--- config.mk ---
export PLATFORM = sky130hd
export DESIGN_NAME = fbr_unit
export DESIGN_NICKNAME = d
export VERILOG_FILES = /design/src/rtl/fbr_pkg.sv /design/src/rtl/fbr_decode.sv /design/src/rtl/fbr_target.sv /design/src/rtl/fbr_seq.sv /design/src/rtl/fbr_unit.sv
export SDC_FILE = /design/constraint.sdc
export NUM_CORES = 1
export LEC_CHECK = 0
export BUFFER_PORTS_ARGS = -buffer_cell sky130_fd_sc_hd__buf_4
export CORE_UTILIZATION = 50
export CTS_CLUSTER_DIAMETER = 30
export DETAILED_ROUTE_END_ITERATION = 16
export PLACE_DENSITY = 0.82
export SETUP_SLACK_MARGIN = 0.15
export SLEW_MARGIN = 15
export SYNTH_ARGS = -nofsm -noshare
export SYNTH_HDL_FRONTEND = slang
export SYNTH_HIERARCHICAL = 1
export SYNTH_SLANG_ARGS = --single-unit
--- constraint.sdc ---
create_clock -name clk -period 3.6 [get_ports clk]
set_clock_uncertainty 0.05 [all_clocks]
set_input_delay 0.18 -clock clk [delete_from_list [all_inputs] [get_ports clk]]
set_output_delay 0.18 -clock clk [all_outputs]
set_load 0.05 [all_outputs]
--- src/rtl/fbr_pkg.sv ---
package fbr_pkg;

    localparam int ADDR_W    = 32;
    localparam int INSTR_W   = 32;
    localparam int OFF_W     = 16;
    localparam int OFF_SHIFT = 2;

    localparam logic [5:0] OP_COP1    = 6'b010001;
    localparam logic [5:0] OP_COP0    = 6'b010000;
    localparam logic [5:0] OP_SPECIAL = 6'b000000;
    localparam logic [4:0] SUB_CLEAR  = 5'b01001;
    localparam logic [4:0] SUB_SET    = 5'b01101;

    typedef enum logic [1:0] {
        BK_NONE  = 2'd0,
        BK_CLEAR = 2'd1,
        BK_SET   = 2'd2
    } br_kind_e;

    typedef struct packed {
        br_kind_e          kind;
        logic              is_xfer;
        logic [4:0]        reg_sel;
        logic [OFF_W-1:0]  offset;
    } dec_t;

    typedef struct packed {
        logic              slot;
        logic              take;
        logic [ADDR_W-1:0] target;
    } pend_t;

    function automatic br_kind_e branch_kind(input logic [INSTR_W-1:0] w);
        br_kind_e k;
        k = BK_NONE;
        if (w[31:26] == OP_COP1) begin
            if (w[25:21] == SUB_CLEAR)
                k = BK_CLEAR;
            else if (w[25:21] == SUB_SET)
                k = BK_SET;
        end
        return k;
    endfunction

    function automatic logic is_control_xfer(input logic [INSTR_W-1:0] w);
        logic [5:0] op;
        logic [5:0] fn;
        logic       hit;
        op  = w[31:26];
        fn  = w[5:0];
        hit = 1'b0;
        if (op == 6'b000001 || op == 6'b000010 || op == 6'b000011)
            hit = 1'b1;
        if (op[5:2] == 4'b0001)
            hit = 1'b1;
        if (op == OP_SPECIAL && (fn == 6'b001000 || fn == 6'b001001))
            hit = 1'b1;
        if (branch_kind(w) != BK_NONE)
            hit = 1'b1;
        if (op == OP_COP0 && w[25] &&
            (fn == 6'b011000 || fn == 6'b011111 || fn == 6'b100000))
            hit = 1'b1;
        if (w == 32'h0000_0140)
            hit = 1'b1;
        return hit;
    endfunction

    function automatic logic cond_met(input br_kind_e k, input logic lsb);
        return (k == BK_CLEAR) ? ~lsb : ((k == BK_SET) ? lsb : 1'b0);
    endfunction

endpackage

--- src/rtl/fbr_decode.sv ---
module fbr_decode
    import fbr_pkg::*;
#(
    parameter int IW = INSTR_W
) (
    input  logic [IW-1:0] instr,
    output dec_t          dec
);
    always_comb begin
        dec.kind    = branch_kind(instr);
        dec.is_xfer = is_control_xfer(instr);
        dec.reg_sel = instr[20:16];
        dec.offset  = instr[OFF_W-1:0];
    end
endmodule

--- src/rtl/fbr_target.sv ---
module fbr_target
    import fbr_pkg::*;
#(
    parameter int AW = ADDR_W,
    parameter int OW = OFF_W,
    parameter int SH = OFF_SHIFT
) (
    input  logic [AW-1:0] pc,
    input  logic [OW-1:0] offset,
    output logic [AW-1:0] link,
    output logic [AW-1:0] target
);
    localparam int SW = OW + SH;

    logic [SW-1:0] scaled;
    logic [AW-1:0] disp;

    always_comb begin
        scaled = {offset, {SH{1'b0}}};
        disp   = {{(AW-SW){scaled[SW-1]}}, scaled};
        link   = pc + AW'(4);
        target = link + disp;
    end
endmodule

--- src/rtl/fbr_seq.sv ---
module fbr_seq
    import fbr_pkg::*;
#(
    parameter int AW = ADDR_W
) (
    input  logic          clk,
    input  logic          rst,
    input  logic          valid,
    input  dec_t          dec,
    input  logic          fpr_lsb,
    input  logic          cop_en,
    input  logic [AW-1:0] link,
    input  logic [AW-1:0] target,
    output logic [AW-1:0] next_pc,
    output logic          redirect,
    output logic          cu_exc,
    output logic          ri_exc
);
    pend_t pq, pd;

    always_comb begin
        pd       = pq;
        next_pc  = link;
        redirect = 1'b0;
        cu_exc   = 1'b0;
        ri_exc   = 1'b0;
        if (valid) begin
            if (pq.slot) begin
                pd.slot = 1'b0;
                pd.take = 1'b0;
                if (dec.is_xfer) begin
                    ri_exc = 1'b1;
                end else if (pq.take) begin
                    redirect = 1'b1;
                    next_pc  = pq.target;
                end
            end else if (dec.kind != BK_NONE) begin
                if (!cop_en) begin
                    cu_exc = 1'b1;
                end else begin
                    pd.slot   = 1'b1;
                    pd.take   = cond_met(dec.kind, fpr_lsb);
                    pd.target = target;
                end
            end
        end
    end

    always_ff @(posedge clk) begin
        if (rst) begin
            pq <= '0;
        end else begin
            pq <= pd;
        end
    end

    AST_REDIRECT_IN_SLOT: assert property (@(posedge clk) disable iff (rst)
        redirect |-> pq.slot && pq.take) else $error("redirect outside slot");
    AST_SLOT_FOLLOWS_BRANCH: assert property (@(posedge clk) disable iff (rst)
        (valid && !pq.slot && dec.kind != BK_NONE && cop_en) |=> pq.slot) else $error("slot not armed");
    AST_NO_REDIRECT_ON_FAULT: assert property (@(posedge clk) disable iff (rst)
        (cu_exc || ri_exc) |-> !redirect) else $error("redirect with fault");
    AST_FAULT_CLEARS_SLOT: assert property (@(posedge clk) disable iff (rst)
        (valid && ri_exc) |=> !pq.slot && !pq.take) else $error("slot kept after fault");
    AST_CU_NO_TRACK: assert property (@(posedge clk) disable iff (rst)
        (valid && cu_exc) |=> !pq.slot) else $error("slot armed when disabled");
    AST_IDLE_HOLDS: assert property (@(posedge clk) disable iff (rst)
        !valid |=> $stable(pq)) else $error("state moved on idle");
    AST_IDLE_QUIET: assert property (@(posedge clk) disable iff (rst)
        !valid |-> !cu_exc && !ri_exc && !redirect) else $error("flag on idle");
endmodule

--- src/rtl/fbr_unit.sv ---
module fbr_unit
    import fbr_pkg::*;
#(
    parameter int AW = ADDR_W,
    parameter int IW = INSTR_W
) (
    input  logic          clk,
    input  logic          rst,
    input  logic          instr_valid_i,
    input  logic [IW-1:0] instr_i,
    input  logic [AW-1:0] pc_i,
    input  logic          fpr_lsb_i,
    input  logic          cop1_en_i,
    output logic [AW-1:0] next_pc_o,
    output logic          redirect_o,
    output logic          cop_unusable_o,
    output logic          reserved_instr_o
);
    dec_t          dec;
    logic [AW-1:0] link;
    logic [AW-1:0] target;

    fbr_decode #(.IW(IW)) u_dec (
        .instr (instr_i),
        .dec   (dec)
    );

    fbr_target #(.AW(AW), .OW(OFF_W), .SH(OFF_SHIFT)) u_tgt (
        .pc     (pc_i),
        .offset (dec.offset),
        .link   (link),
        .target (target)
    );

    fbr_seq #(.AW(AW)) u_seq (
        .clk      (clk),
        .rst      (rst),
        .valid    (instr_valid_i),
        .dec      (dec),
        .fpr_lsb  (fpr_lsb_i),
        .cop_en   (cop1_en_i),
        .link     (link),
        .target   (target),
        .next_pc  (next_pc_o),
        .redirect (redirect_o),
        .cu_exc   (cop_unusable_o),
        .ri_exc   (reserved_instr_o)
    );

    AST_SEQUENTIAL_PC: assert property (@(posedge clk) disable iff (rst)
        (instr_valid_i && !redirect_o) |-> next_pc_o == pc_i + AW'(4)) else $error("bad sequential pc");
    AST_ONE_FAULT: assert property (@(posedge clk) disable iff (rst)
        !(cop_unusable_o && reserved_instr_o)) else $error("two faults");
endmodule

Word level (Yosys, flattened, before mapping). Index checks and enable logic that the tools add are counted.

$add $sub $neg: 2. Eq/ne operators: 16. Mux-type cells: 29. Bitwise operators: 2. Reduce and logical (&&, ||, !) cells: 14.

Operators with widths (number): 32-bit 2-to-1 mux (4); 34-bit 2-to-1 mux (2); 32-bit by 3-bit adder with 32-bit output (second input constant) (1); 32-bit adder (1); 32-bit by 9-bit equality test with 1-bit output (second input constant) (1); 6-bit by 5-bit equality test with 1-bit output (second input constant) (4); 1-bit 2-to-1 mux (19); 6-bit by 2-bit equality test with 1-bit output (second input constant) (2); 6-bit by 4-bit equality test with 1-bit output (second input constant) (2); 5-bit by 4-bit equality test with 1-bit output (second input constant) (2); 2-bit 2-to-1 mux (4); 6-bit by 1-bit equality test with 1-bit output (second input constant) (1); 6-bit equality test (second input constant) (1); 6-bit zero test (1); 2-bit nonzero test (3); 1-bit logical OR (5); 4-bit by 1-bit equality test with 1-bit output (second input constant) (1); 4-bit AND reduction (1); 1-bit logical AND (3); 3-bit AND reduction (1); 2-bit by 1-bit equality test with 1-bit output (second input constant) (1); 2-bit equality test (second input constant) (1); 1-bit NOT (2).

Register bits after elaboration: 34. Word-level logic and storage cells: 66.

Depth between registers and ports, before layout. Gate-level depths: netlist (run 1).

Depth after elaboration: 12. Depth in mapped cells: 16. Depth with buffers taken out: 15.

By module. Netlist (run 1), hierarchy kept.

Modules (own cells, without submodules): fbr_target (instances 1, cells an instance 339, area an instance 2351.0 µm²); fbr_seq (instances 1, cells an instance 190, area an instance 2008.2 µm²); fbr_decode (instances 1, cells an instance 51, area an instance 344.1 µm²).

Least setup slack after synthesis (run 1). No wires, ideal clock.

Path kind: input-to-reg. Start point: input pc_i[20]. End point: register u_seq/pq[30] in the netlist's numbering. Library setup time: 0.072 ns. Arrival time: 2.741 ns. Path slack: 0.738 ns. Cell stages on the path: 14. Cell sequence: nand4_1 nor4_4 and2_1 nand2_1 xnor2_1 ha_1 buf_2 nand4_1 or4_1 a31oi_2 o31ai_2 xnor2_1 nand2b_1 mux2i_1.

Longest elaborated chain between the ends: 2.

RTL lines: from (decl) (RTL line fbr_unit.sv:11) `input logic [AW-1:0] pc_i,`; 32-bit by 3-bit adder with 32-bit output (RTL line fbr_target.sv:21) `link = pc + AW'(4);`; named net link[25] (RTL line fbr_unit.sv:20) `logic [AW-1:0] link;`; 32-bit adder (RTL line fbr_target.sv:22) `target = link + disp;`; named net target[30] (RTL line fbr_unit.sv:21) `logic [AW-1:0] target;`; to (signal assigned) (RTL line fbr_seq.sv:53) `pq <= pd;`; to (decl) (RTL line fbr_seq.sv:19) `pend_t pq, pd;`.

The timed path passes the listed nets, and every way through them passes these cells. A chain may end at the register's enable or synchronous reset.

Final worst setup path (run 1).
Start point: input pc_i[4]. End point: register u_seq/pq[26] in the netlist's numbering.

Same word-level chain as after synthesis.

==> results of run 1 <==
cell type report:
cell class                      instances  area [µm²]  share of cell area
Tap cell                              108         135              0.0251
Timing Repair Buffer                  111         833               0.155
Sequential cell                        34         681               0.127
Multi-Input combinational cell        483        3600               0.669
Clock inverter                          2        12.5             0.00233
Clock buffer                            6        82.6              0.0154
Inverter                                9        33.8             0.00629
power by group:
part | total [µW] | internal [µW] | switching, µW
sequential | 376 | 376 | 0.0559
clock | 312 | 154 | 158
combinational | 656 | 276 | 380
total | 1340 | 806 | 538
per-layer routing:
metal  global-route usage  wire length (µm)
met1                0.314              5340
met2                0.433              5750
met3               0.0355               573
met4                0.106               369
met5                    0                 0
worst max-delay path, cell delays in order:
cell,delay (ns)
buf_4,0.11
nand3_1,0.11
nor2_1,0.20
nand2_1,0.08
nor2_1,0.13
buf_4,0.20
nand4_1,0.12
xnor2_1,0.16
ha_1,0.41
nand4_1,0.22
or4_1,0.54
a31oi_2,0.27
nor2_1,0.09
xnor2_1,0.16
nand2b_1,0.08
mux2i_1,0.14
how the worst max path moves through the flow:
stage / from / endpoint / slack (ns)
2_1_floorplan: pc_i[20] / u_seq/pq[30]$_SDFFE_PP0P_ / 0.74
5_1_grt: pc_i[4] / u_seq/pq[26]$_SDFFE_PP0P_ / 0.30
3_3_place_gp: pc_i[4] / u_seq/pq[30]$_SDFFE_PP0P_ / 0.45
4_1_cts: pc_i[4] / u_seq/pq[26]$_SDFFE_PP0P_ / 0.61
6_report: pc_i[4] / u_seq/pq[26]$_SDFFE_PP0P_ / 0.56
3_5_place_dp: pc_i[4] / u_seq/pq[26]$_SDFFE_PP0P_ / 0.31
stage by stage:
step	instance area, µm²	util
CTS	5370	0.604
floorplan	4670	-
finish	5370	0.604
global route	5370	0.604
detailed placement	5280	0.594
global placement	5280	0.594
==> impl_metrics.ini, run 1 <==
[run_status]
outcome = finished clean

[clock_network]
hold_buffers = 0
cts_root_buf = clkbuf_8
clk_latency_ns = 0.29
cts_made_buffers = 5
post_cts_buffers = 0
cts.sinks = 34
cts-resized-gates = 0
clk_pin_slew_ns = 0.08
cts_tree = done
cts_buffer_depth = 2
cts_max_level = 2

[die]
die_h_um = 98.6
die_x_um = 98.6
design.core.area_um2 = 8890
die_area_um2 = 9720
start_util = 0.525
ioPinCount = 104
num_rows = 34

[critical_path]
required_ns = 3.77
ff2ff_setup_slack_ns = 2.07
r2r-end = u_seq/pq[12]$_SDFFE_PP0P_
r2r-start = u_seq/pq[33]$_SDFFE_PP0P_
end_kind = flop
cp-start-kind = primary input
worstRegToRegCells = 3
path_class = primary input to flop
cp_max_fo = 7
worstPathArrival_ns = 3.21

[sta]
post-route-min-period_ns = 3.04
finalHoldViolations = 0
slew_headroom = 0.552
worst-slew-pin-transition_ns = 0.671
setup_slack_ns = 0.559
whs_ns = 0.111
setup_viol = 0
period_share = 0.845
drv_slew = 0
setup_tns_ns = 0
rsz0062_at_grt = false
fmax_mhz = 329

[global_routing]
grtUsageTotal = 0.251
antenna_found_initial = 0
grt_max_degree = 67
grt_remaining_overflow = 0
grt_pass1_wl_mm = 20.0
grt_pass1_vias = 4330

[finish]
stdcell_count = 753
final_common_cell = buf_4
largest_reg_flops = 34
nNetsFinal = 747
diodes = 0
fillers = 783
syn2layout_area_growth_pct = 15.2
drive_above_1_share = 0.267
regMostFlops = u_seq/pq
reg.largest.list = u_seq/pq x34
mostFrequentLayoutCells = 111 x buf_4, 65 x nand2b_1, 42 x xnor2_1

[place]
portBuffers = 103
place_ws_ns = 0.312
dp_cells = 745
gp_congestion = 0.930
dpl.hpwl_mm = 9.38

[hold_path]
hold_end = u_seq/pq[0]$_SDFFE_PP0P_
holdPathStages = 3
min_path_type = primary input to flop
min_from = pc_i[0]

[yosys]
avgSynthCellArea_um2 = 8.11
syn-cell-area_um2 = 4670
syn_nets = 678
synth_cells = 575
ys_warn_count = 6

[power_and_ir_drop]
p_per_area_nw_per_um2 = 250
leakagePower_uw = 0.00220
ir_worst_vdd_mv = 0.164
power_uw = 1340

[flow_run]
cap_violations = 0

[detailed_routing]
drc = 0
drt-wirelength-per-cell_um = 16.0
postRouteWirelength_mm = 12.0
drtIter0Drc = 252
vias = 4452
dr.pass1.iters = 5
vias_per_cell = 5.91
antenna_left = 0
Note: power is estimated with default switching activity, not from simulation.
==> inputs of run 2 (changes only) <==
Settings changed: PLACE_DENSITY 0.82 to 0.85.
Clock period 3.6 ns to 2.6 ns, I/O delays scaled along.
==> run 2 against run 1 <==
  * The flow now finishes with violations (setup timing)
  * Register-to-register slack worse by 1.0 ns
  * Global-route usage up 7.3 points
  * Sequential power up 38%
  * Worst setup slack worse by 0.96 ns
  * Highest routed layer unchanged
==> impl_metrics.ini, run 2 (synthesis results as in run 1) <==
[detailed_routing]
vias_per_cell = 6.25
dr.pass1.iters = 5
antenna_left = 0
postRouteWirelength_mm = 18.8
vias = 5516
drtIter0Drc = 403
drc = 0
drt-wirelength-per-cell_um = 21.3

[critical_path]
r2r-end = u_seq/pq[17]$_SDFFE_PP0P_
worstRegToRegCells = 3
critical-path-top-delay-family = compound AO/OA/AOI/OAI gates
crit_path_end = u_seq/pq[18]$_SDFFE_PP0P_
cpMostUsedCell = buf_4
path_depth = 15
cp_slowest_cell = ha_1
end_kind = flop
cp-startpoint = pc_i[8]
r2r-start = u_seq/pq[33]$_SDFFE_PP0P_
worstPathArrival_ns = 3.16
cp-start-kind = primary input
critPathBufInv = 3
path_class = primary input to flop
cp_max_fo = 5
ff2ff_setup_slack_ns = 1.05
required_ns = 2.76
cp_cell_sequence = buf_6 > buf_4 > nand3_1 > nor3_1 > xor2_1 > ha_1 > a21oi_1 > o21ai_1 > buf_4 > a22oi_2 > nand2_1 > a31oi_1 > xnor2_1 > nand2b_1 > mux2i_1
critPathMaxStageDelay_ns = 0.34

[power_and_ir_drop]
ir_worst_vdd_mv = 0.303
switching_power_uw = 991
clkPwrFrac = 0.190
combPwrFrac = 0.591
intPower_uw = 1390
p_per_area_nw_per_um2 = 328
leakagePower_uw = 0.00311
switching_share = 0.416
pwr-share-seq = 0.219

[clock_network]
cts_root_buf = clkbuf_8
cts.sinks = 34
cts_tree = done
cts_made_buffers = 5
clk_pin_slew_ns = 0.09
cts_buffer_depth = 2
cts_max_level = 2
clk_latency_ns = 0.29

[finish]
syn2layout_area_growth_pct = 55.7
largest_reg_flops = 34
mostFrequentLayoutCells = 218 x buf_4, 65 x nand2b_1, 34 x dfxtp_1
reg.largest.list = u_seq/pq x34
final_common_cell = buf_4
nNetsFinal = 877
stdcell_count = 883
drive_above_1_share = 0.519
fillers = 488
regMostFlops = u_seq/pq
diodes = 0
final_util = 0.817

[sta]
post-route-min-period_ns = 3.00
fmax_mhz = 334
setup_slack_ns = -0.398
worst-slew-pin-transition_ns = 0.602
rsz0062_at_grt = true
period_share = 1.15
slew_headroom = 0.595
finalHoldViolations = 0
setup_tns_ns = -1.87
setup_viol = 14
drv_slew = 0

[run_status]
violations = setup timing
outcome = complete, but fails checks

[hold_path]
holdPathStages = 3
min_path_type = primary input to flop

[place]
portBuffers = 103
dpl.hpwl_mm = 10.9
dp_cells = 847
gp_congestion = 0.890

[die]
design.core.area_um2 = 8890
die_x_um = 98.6
ioPinCount = 104
die_h_um = 98.6
start_util = 0.525
die_area_um2 = 9720
num_rows = 34

[global_routing]
grt_remaining_overflow = 0
grt_max_degree = 67
antenna_found_initial = 0
grt_pass1_wl_mm = 25.4
grtUsageTotal = 0.325
grt_pass1_vias = 5389

[flow_run]
cap_violations = 0
==> run 2: cell type report <==
cell class	count	area (µm²)	share of cell area
Timing Repair Buffer	241	1950	0.268
Tap cell	108	135	0.0186
Clock inverter	1	5.00	0.000689
Inverter	9	33.8	0.00465
Multi-Input combinational cell	483	4380	0.602
Clock buffer	7	86.3	0.0119
Sequential cell	34	681	0.0937
==> run 2: tightest hold or removal path: cells and delay by family <==
kind          cells  cell delay [ns]
buf+inv           1             0.11
simple gates      1             0.06
mux               1             0.06
==> run 2: worst min path at each step <==
| stage | start | to |
|---|---|---|
| 2_1_floorplan | instr_valid_i | u_seq/pq[32]$_SDFFE_PP0P_ |
| 3_3_place_gp | pc_i[0] | u_seq/pq[0]$_SDFFE_PP0P_ |
| 3_5_place_dp | pc_i[0] | u_seq/pq[0]$_SDFFE_PP0P_ |
| 4_1_cts | pc_i[0] | u_seq/pq[0]$_SDFFE_PP0P_ |
| 5_1_grt | pc_i[0] | u_seq/pq[0]$_SDFFE_PP0P_ |
| 6_report | pc_i[0] | u_seq/pq[0]$_SDFFE_PP0P_ |
==> run 2: routing by layer <==
layer  share of wire  track usage  vias to the layer above
li1                -            -                     2452
met1            0.37        0.371                     2585
met2            0.48        0.588                      353
met3           0.080       0.0496                      126
met4           0.066        0.162                        0
met5               0            0                        -
==> run 2: what timing repair did <==
action	4_1_cts	5_1_grt
setup buffers	18	10
endpoints found under the setup margin	16	21
resized for setup	69	71
pin swaps	60	46
hold buffers	0	0
==> run 2: per-stage QoR <==
| stage | worst slack [ns] | area (µm²) | hold WS [ns] | power, µW |
|---|---|---|---|---|
| after floorplan | -0.0138 | 4760 | 0.287 | 1210 |
| after global placement | -0.394 | 6180 | 0.359 | 1590 |
| after detailed placement | -0.481 | 6180 | 0.372 | 1620 |
| after CTS | -0.0492 | 6800 | 0.0603 | 2170 |
| after global routing | -0.325 | 7260 | 0.0655 | 2480 |
| final | -0.398 | 7260 | 0.0577 | 2380 |
==> run 2: power by group through the flow <==
| stage | clock [µW] | sequential, µW | combinational [µW] |
|---|---|---|---|
| final | 452 | 520 | 1410 |
| after global routing | 477 | 520 | 1480 |
| after CTS | 452 | 520 | 1200 |
| after detailed placement | 0 | 533 | 1090 |
| after global placement | 0 | 533 | 1060 |
| after floorplan | 0 | 533 | 678 |
==> inputs of run 3 (changes only) <==
Settings changed: PLACE_DENSITY 0.85 to 0.77.
==> run 3 against run 2 <==
  * The flow still finishes with violations (setup timing)
  * Worst setup slack gained 0.14 ns
  * Register-to-register slack improved by 0.17 ns
  * Via count about the same
  * Die area stayed put
  * Critical endpoint unchanged
  * Largest cell class unchanged
==> impl_metrics.ini, run 3 (synthesis results as in run 1) <==
[power_and_ir_drop]
power_uw = 2390
p_per_area_nw_per_um2 = 319
clkPwrFrac = 0.182
ir_worst_vdd_mv = 0.269
switching_power_uw = 958
leakagePower_uw = 0.00321
switching_share = 0.401
intPower_uw = 1430
pwr-share-seq = 0.218
combPwrFrac = 0.600

[place]
gp_congestion = 0.930
portBuffers = 103
dpl.hpwl_mm = 10.6

[detailed_routing]
antenna_left = 0
vias_per_cell = 6.09
vias = 5519
postRouteWirelength_mm = 17.7
drtIter0Drc = 370
drt-wirelength-per-cell_um = 19.6
drc = 0
top_layer = met4
wl_met1_mm = 6.87
dr.pass1.iters = 5
dr_wl_met3_um = 943
wl_met2_mm = 8.93

[finish]
regMostFlops = u_seq/pq
nNetsFinal = 900
syn2layout_area_growth_pct = 60.4
diodes = 0
mostFrequentLayoutCells = 239 x buf_4, 65 x nand2b_1, 34 x dfxtp_1
reg.largest.list = u_seq/pq x34
largest_reg_flops = 34
final_common_cell = buf_4
drive_above_1_share = 0.548
final_util = 0.842

[hold_path]
min_path_type = primary input to flop

[critical_path]
required_ns = 2.76
r2r-end = u_seq/pq[9]$_SDFFE_PP0P_
worstRegToRegCells = 3
ff2ff_setup_slack_ns = 1.22
cp_slowest_cell = a22oi_2
worstPathArrival_ns = 3.02
path_class = primary input to flop
critPathBufInv = 5
path_depth = 17
cp_cell_sequence = buf_6 > nand4_1 > buf_6 > nor3_4 > buf_12 > nand4_1 > xnor2_2 > ha_4 > buf_6 > nand4_1 > inv_1 > a22oi_2 > nand2_1 > a31oi_1 > xnor2_1 > nand2b_1 > mux2i_1
critical-path-top-delay-family = simple AND/OR/NAND/NOR gates
end_kind = flop
cp_max_fo = 7
crit_path_end = u_seq/pq[18]$_SDFFE_PP0P_
cp-startpoint = pc_i[10]
cp-start-kind = primary input
critPathMaxStageDelay_ns = 0.31
r2r-start = u_seq/pq[33]$_SDFFE_PP0P_

[global_routing]
grt_pass1_wl_mm = 24.2
grt_pass1_vias = 5170
grtUsageTotal = 0.307
antenna_found_initial = 0
grt_max_degree = 67
grt_remaining_overflow = 0

[die]
die_x_um = 98.6
die_area_um2 = 9720
start_util = 0.525
design.core.area_um2 = 8890
die_h_um = 98.6
num_rows = 34
ioPinCount = 104

[clock_network]
cts_root_buf = clkbuf_8
cts_made_buffers = 5
cts_buffer_depth = 2
clk_latency_ns = 0.29
clk_pin_slew_ns = 0.08
cts_tree = done
cts_max_level = 2
cts.sinks = 34
hold_buffers = 0

[flow_run]
cap_violations = 0

[run_status]
violations = setup timing
outcome = complete, but fails checks

[sta]
setup_viol = 12
drv_slew = 0
fmax_mhz = 350
finalHoldViolations = 0
slew_headroom = 0.654
post-route-min-period_ns = 2.85
rsz0062_at_grt = true
setup_slack_ns = -0.254
period_share = 1.10
worst-slew-pin-transition_ns = 0.518
run 3: cell count changes in the layout (fill, tap and decap cells not counted), sizes merged:
cell | previous run | this run
buf | 241 | 264
run 3: worst min path at each step:
stage | to | startpoint | cells after the start | slack [ns]
after floorplan | u_seq/pq[32]$_SDFFE_PP0P_ | instr_valid_i | 3 | 0.29
after global placement | u_seq/pq[1]$_SDFFE_PP0P_ | pc_i[1] | 3 | 0.36
after detailed placement | u_seq/pq[0]$_SDFFE_PP0P_ | pc_i[0] | 3 | 0.37
after CTS | u_seq/pq[0]$_SDFFE_PP0P_ | pc_i[0] | 3 | 0.07
after global routing | u_seq/pq[1]$_SDFFE_PP0P_ | pc_i[1] | 3 | 0.07
final | u_seq/pq[0]$_SDFFE_PP0P_ | pc_i[0] | 3 | 0.06
run 3: what timing repair did:
action | 4_1_cts | 5_1_grt
pin swaps | 51 | 61
gates cloned | 0 | 0
setup endpoints to repair | 15 | 52
resized for setup | 85 | 68
setup buffers | 22 | 17
run 3: stage by stage:
| step | cells | instance area, µm² | hold WS (ns) | worst slack, ns | TNS, ns |
|---|---|---|---|---|---|
| after floorplan | 575 | 4760 | 0.287 | -0.0138 | -0.0251 |
| after CTS | 889 | 7000 | 0.0670 | -0.0818 | -0.178 |
| after detailed placement | 859 | 6260 | 0.369 | -0.490 | -5.49 |
| after global routing | 906 | 7480 | 0.0661 | -0.345 | -2.91 |
| final | 906 | 7480 | 0.0645 | -0.254 | -1.29 |
| after global placement | 859 | 6260 | 0.356 | -0.419 | -4.56 |
run 3: metal layers:
layer / global-route usage / up-vias
li1: - / 2497
met5: 0 / -
met1: 0.357 / 2631
met4: 0.125 / 0
met2: 0.567 / 299
met3: 0.0411 / 92
run 3: power groups by stage:
stage	logic, µW	registers, µW	clock network, µW
global route	1510	520	470
floorplan	678	533	0
detailed placement	1100	533	0
CTS	1240	520	448
finish	1430	520	434
global placement	1090	533	0
run 3: worst register-to-register path: stages, from the launching register on:
cell	delay, ns
dfxtp_1	0.41
nor3b_4	0.24
buf_12	0.29
mux2i_1	0.30
run 3: layout make-up:
| class | count | area, µm² |
|---|---|---|
| multi-input combinational | 483 | 4420 |
| inverter | 9 | 33.8 |
| sequential | 34 | 681 |
| clock inverter | 1 | 5.00 |
| tap | 108 | 135 |
| fill | 496 | 1410 |
| timing repair buffer | 264 | 2130 |
| clock buffer | 7 | 86.3 |
